### src/rtl/dotline_pkg.sv
package dotline_pkg;

   typedef enum logic [1:0] {
      LV_TOP  = 2'b00,
      LV_UPMID = 2'b01,
      LV_LOMID = 2'b10,
      LV_BOT  = 2'b11
   } level_t;

   function automatic level_t pick_level(input logic bit_on,
                                         input logic alt,
                                         input logic row_role);
      level_t r;
      if (!bit_on)
         r = alt ? LV_LOMID : LV_UPMID;
      else if (row_role)
         r = alt ? LV_TOP : LV_BOT;
      else
         r = alt ? LV_BOT : LV_TOP;
      return r;
   endfunction

endpackage

### src/rtl/dotline_shift_chain.sv
module dotline_shift_chain #(
   parameter int N_STAGE   = 80,
   parameter bit FALL_EDGE = 1'b1
) (
   input  logic               clk,
   input  logic               rst_n,
   input  logic               din,
   input  logic               sck,
   output logic [N_STAGE-1:0] stages,
   output logic               tap
);
   localparam int LAST = N_STAGE - 1;

   if (N_STAGE < 2) begin : g_bad_len
      $error("dotline_shift_chain: N_STAGE must be at least 2");
   end

   logic sck_q;
   logic fire;
   logic [N_STAGE-1:0] sr;

   always_ff @(posedge clk or negedge rst_n) begin
      if (!rst_n) sck_q <= 1'b0;
      else        sck_q <= sck;
   end

   generate
      if (FALL_EDGE) begin : g_fall
         assign fire = sck_q & ~sck;
      end else begin : g_rise
         assign fire = ~sck_q & sck;
      end
   endgenerate

   always_ff @(posedge clk or negedge rst_n) begin
      if (!rst_n)    sr <= '0;
      else if (fire) sr <= {sr[LAST-1:0], din};
   end

   assign stages = sr;
   assign tap    = sr[LAST];


   no_shift_chk: assert property (@(posedge clk) disable iff (!rst_n)
      !fire |=> $stable(sr));


   entry_chk: assert property (@(posedge clk) disable iff (!rst_n)
      fire |=> (sr[0] == $past(din)));


   cascade_step_chk: assert property (@(posedge clk) disable iff (!rst_n)
      fire |=> (tap == $past(sr[LAST-1])));

endmodule

### src/rtl/dotline_hold_stage.sv
module dotline_hold_stage #(
   parameter int N_BIT = 80
) (
   input  logic             clk,
   input  logic             rst_n,
   input  logic             load,
   input  logic [N_BIT-1:0] d,
   output logic [N_BIT-1:0] q
);
   if (N_BIT < 1) begin : g_bad_width
      $error("dotline_hold_stage: N_BIT must be positive");
   end

   always_ff @(posedge clk or negedge rst_n) begin
      if (!rst_n)    q <= '0;
      else if (load) q <= d;
   end


   hold_low_chk: assert property (@(posedge clk) disable iff (!rst_n)
      !load |=> $stable(q));


   follow_high_chk: assert property (@(posedge clk) disable iff (!rst_n)
      load |=> (q == $past(d)));

endmodule

### src/rtl/dotline_level_dec.sv
module dotline_level_dec
   import dotline_pkg::*;
#(
   parameter int N_OUT = 80
) (
   input  logic               clk,
   input  logic               rst_n,
   input  logic [N_OUT-1:0]   held,
   input  logic               alt,
   input  logic               row_role,
   output logic [2*N_OUT-1:0] codes
);
   localparam int CW = 2;

   if (N_OUT < 1) begin : g_bad_cnt
      $error("dotline_level_dec: N_OUT must be positive");
   end

   genvar i;
   generate
      for (i = 0; i < N_OUT; i++) begin : g_out
         level_t lv;
         always_comb lv = pick_level(held[i], alt, row_role);
         assign codes[CW*i +: CW] = lv;


         nonsel_chk: assert property (@(posedge clk) disable iff (!rst_n)
            !held[i] |-> (codes[CW*i+1] != codes[CW*i]));
      end
   endgenerate

endmodule

### src/rtl/dotline_drive.sv
module dotline_drive #(
   parameter int N_OUT     = 80,
   parameter bit FALL_EDGE = 1'b1
) (
   input  logic               clk,
   input  logic               rst_n,
   input  logic               ser_in,
   input  logic               shift_clk,
   input  logic               load_en,
   input  logic               alt_phase,
   input  logic               row_mode,
   output logic               cascade_out,
   output logic [2*N_OUT-1:0] drive_code
);
   if (N_OUT < 2) begin : g_bad_top
      $error("dotline_drive: N_OUT must be at least 2");
   end

   logic [N_OUT-1:0] chain_q;
   logic [N_OUT-1:0] held_q;

   dotline_shift_chain #(
      .N_STAGE   (N_OUT),
      .FALL_EDGE (FALL_EDGE)
   ) u_chain (
      .clk    (clk),
      .rst_n  (rst_n),
      .din    (ser_in),
      .sck    (shift_clk),
      .stages (chain_q),
      .tap    (cascade_out)
   );

   dotline_hold_stage #(
      .N_BIT (N_OUT)
   ) u_hold (
      .clk   (clk),
      .rst_n (rst_n),
      .load  (load_en),
      .d     (chain_q),
      .q     (held_q)
   );

   dotline_level_dec #(
      .N_OUT (N_OUT)
   ) u_dec (
      .clk      (clk),
      .rst_n    (rst_n),
      .held     (held_q),
      .alt      (alt_phase),
      .row_role (row_mode),
      .codes    (drive_code)
   );


   out_hold_chk: assert property (@(posedge clk) disable iff (!rst_n)
      (!load_en && $stable(alt_phase) && $stable(row_mode)) |=>
      ($stable(drive_code) || $changed(alt_phase) || $changed(row_mode)));

endmodule

### config.mk
export PLATFORM = sky130hd
export DESIGN_NAME = dotline_drive
export DESIGN_NICKNAME = d
export VERILOG_FILES = /design/src/rtl/dotline_pkg.sv /design/src/rtl/dotline_shift_chain.sv /design/src/rtl/dotline_hold_stage.sv /design/src/rtl/dotline_level_dec.sv /design/src/rtl/dotline_drive.sv
export SDC_FILE = /design/constraint.sdc
export NUM_CORES = 1
export LEC_CHECK = 0
export BUFFER_PORTS_ARGS = -buffer_cell sky130_fd_sc_hd__buf_2
export CAP_MARGIN = 20
export CORE_AREA = 2 2 183 95
export DETAILED_ROUTE_END_ITERATION = 12
export DIE_AREA = 0 0 185 97
export HOLD_SLACK_MARGIN = 0.08
export PLACE_DENSITY = 0.75
export SYNTH_ARGS = -nofsm -noshare
export SYNTH_HDL_FRONTEND = slang
export SYNTH_SLANG_ARGS = --single-unit
### constraint.sdc
create_clock -name clk -period 1.3 [get_ports clk]
set_input_delay 0.065 -clock clk [delete_from_list [all_inputs] [get_ports clk]]
set_output_delay 0.065 -clock clk [all_outputs]
set_load 0.02 [all_outputs]
==> results.md <==
- Status: finished, violations left
- Violated checks: negative setup slack
- Syn avg cell area: 12.0 sq um
- Internal: 10.6 mW
- DP HPWL: 10,600 um
- Critical Path Start Type: flip-flop
- Most frequent cells in the layout: buf_4, dfrtp_1, mux2_2
- Clock Sinks: 161
- WL/cell: 16.2 um
- Pwr Density: 1270 nW/um^2
- Fillers: 1,073
- Switching portion of total power: 27.8%
- Flop pwr share: 39.4%
- Slew margin rel.: 66.2%
- Global route overflow: 0
- Clk_lat worst skew: 0.41 ns
- Synth warnings: 0
- Die width: 185 um
- Syn nets: 702
- Vias in the first global route: 5,317
- Synth unique cells: 9
- Antenna Violating Nets Remaining: 0
- Clock Skews: 0.00926 ns
- # port buffers: 167
- Period utilisation layout: 111%
- Core area: 16,200 sq um
- Max VDD drop: 1.07 mV
- Combinational fraction of design power: 23.9%
- Leak: 5.39 nW
- Detailed-route via count: 5,579
- I/O pins: 168
- First-pass GRT wire length: 26,800 um
- Final setup fails: 120
- Die height: 97 um
- CTS tree: yes
- Largest net degree at the start of global routing: 73
- Worst Setup End Kind: output port
- Deepest clock path buffer count: 2
- RSZ-0062 raised after global routing: true
- Starting Density: 51.7%
- Netlist Area Pre-Place: 8370 sq um
- Worst Setup Slack, final: -0.147 ns
- Std-Cell Rows: 33
- Total Routing Usage GR: 18.6%
- Psw: 4.09 mW
- Overall power: 14.7 mW
- CP max FO: 3
- Worst Max-Slew Pin Slew: 0.507 ns
- Final core occ: 71.7%
- Worst Path Arrival: 1.38 ns
- Vias per Instance: 4.93
- CP Data Required Time: 1.24 ns
- Initial antenna violation count: 0
- Clock power frac: 36.7%
- Layout cell share with drive strength beyond 1: 55.2%
- Root Buffer: clkbuf_16
- Fin. max-slew vios: 0
- Tmin final: 1.45 ns
- DRC violations left: 0
- DR pass1 iterations: 4
- Routed wire length: 18,300 um
- Hold Crit Class: in2reg
- Max-cap viol count: 0
- N_diodes: 0
- Placer Congestion: 0.697
- H-tree levels: 4
- Synthesized instance count: 695
- Multi-input gate area: 4660 sq um
- Die area: 17,900 sq um
- Yosys reg bits: 161
- Clock-pin slew on the worst setup and hold paths: 0.06 ns
- Commonest non-fill, non-tap cell in the layout: buf_4
- Fin. Hold Viols: 0
- Nets: 899
- Part of the Yosys area used for sequential elements: 48.1%
- WS Path Type: reg2out
- Flip-flop and latch area: 4030 sq um
- Area growth syn-to-layout: 38.7%
- Clock buffers created by TritonCTS: 17
- 1st-iter DRT viols: 273
- Max Freq: 691 MHz
[state kept, by name, summed over array words and instances, names as in the netlist]
name,count
u_chain.stages,80
u_hold.q,80
u_chain.sck_q,1
[path summary, 6_finish.rpt]
check                                                 endpoint  cells past startpoint  slack [ns]                startpoint
worst max register to register  u_chain.stages[65]$_DFFE_PN0P_                      5       -0.06   u_chain.sck_q$_DFF_PN0_
worst min-delay path                   u_hold.q[9]$_DFFE_PN0P_                      3        0.15                   load_en
worst max-delay path                            drive_code[14]                      3       -0.15   u_hold.q[7]$_DFFE_PN0P_
min in group asynchronous             u_hold.q[40]$_DFFE_PN0P_                      2        0.18                     rst_n
max in group asynchronous       u_chain.stages[69]$_DFFE_PN0P_                      3        0.56                     rst_n
worst min register to register        u_hold.q[40]$_DFFE_PN0P_                      1        0.53  u_hold.q[40]$_DFFE_PN0P_
[power groups by stage]
stage / logic, mW / registers (mW) / clock network (mW)
global placement: 2.74 / 5.85 / 0
floorplan: 2.02 / 5.74 / 0
CTS: 3.06 / 5.78 / 5.48
finish: 3.52 / 5.80 / 5.41
detailed placement: 2.78 / 5.87 / 0
global route: 3.73 / 5.88 / 5.71
[logic make-up after synthesis]
kind of cell | Yosys count | synth area share, %
buffers and inverters | 53 | 3.93
AND/OR/NAND/NOR | 161 | 9.64
multiplexers | 160 | 21.5
XOR/XNOR | 160 | 16.7
flip-flops | 161 | 48.1
[layer usage]
| layer | vias up | share of wire (%) | wire [um] | GRT usage, % |
|---|---|---|---|---|
| li1 | 2641 | - | - | - |
| met1 | 2820 | 47 | 8550 | 26.2 |
| met2 | 98 | 49 | 9070 | 29.7 |
| met3 | 20 | 2.7 | 504 | 3.20 |
| met4 | 0 | 1.2 | 214 | 5.56 |
| met5 | - | 0 | 0 | 0 |
[metrics by stage]
stage	setup TNS [ns]	setup WS (ns)	cell area, sq um	std cells	hold slack [ns]
final	-4.74	-0.147	11600	1131	0.147
after global routing	-13.08	-0.185	11600	1131	0.146
after CTS	-4.23	-0.0906	10700	1112	0.142
after detailed placement	0	0.0167	9520	1061	0.0552
after global placement	0	0.0366	9520	1061	0.0494
after floorplan	0	0.117	8370	695	-0.231
[final cells by class]
class | count | area share [%]
Clock buffer | 18 | 3.70
Timing Repair Buffer | 231 | 17.2
Multi-Input combinational cell | 481 | 40.1
Tap cell | 227 | 2.45
Clock inverter | 13 | 1.82
Sequential cell | 161 | 34.7
[cells in the mapped netlist]
cell type,instances,area [sq um]
nor2b_1,81,507
buf_6,4,45.0
clkbuf_1,7,26.3
buf_2,23,115
xnor2_1,160,1400
buf_4,19,143
nand2_1,80,300
dfrtp_1,161,4030
mux2_2,160,1800
[repair_timing]
item	in CTS	in global routing
hold endpoints to repair	163	0
setup endpoints to repair	87	208
pin swaps	14	37
hold buffers	3	0
gates cloned	0	7
gates resized for setup	109	184
buffers inserted	17	13
[worst max-delay path, stage by stage (launching register included)]
cell and delay [ns]:
dfrtp_1 0.42, nor2b_4 0.16, xnor2_2 0.21, buf_4 0.18
Note: power is estimated with default switching activity, not from simulation.
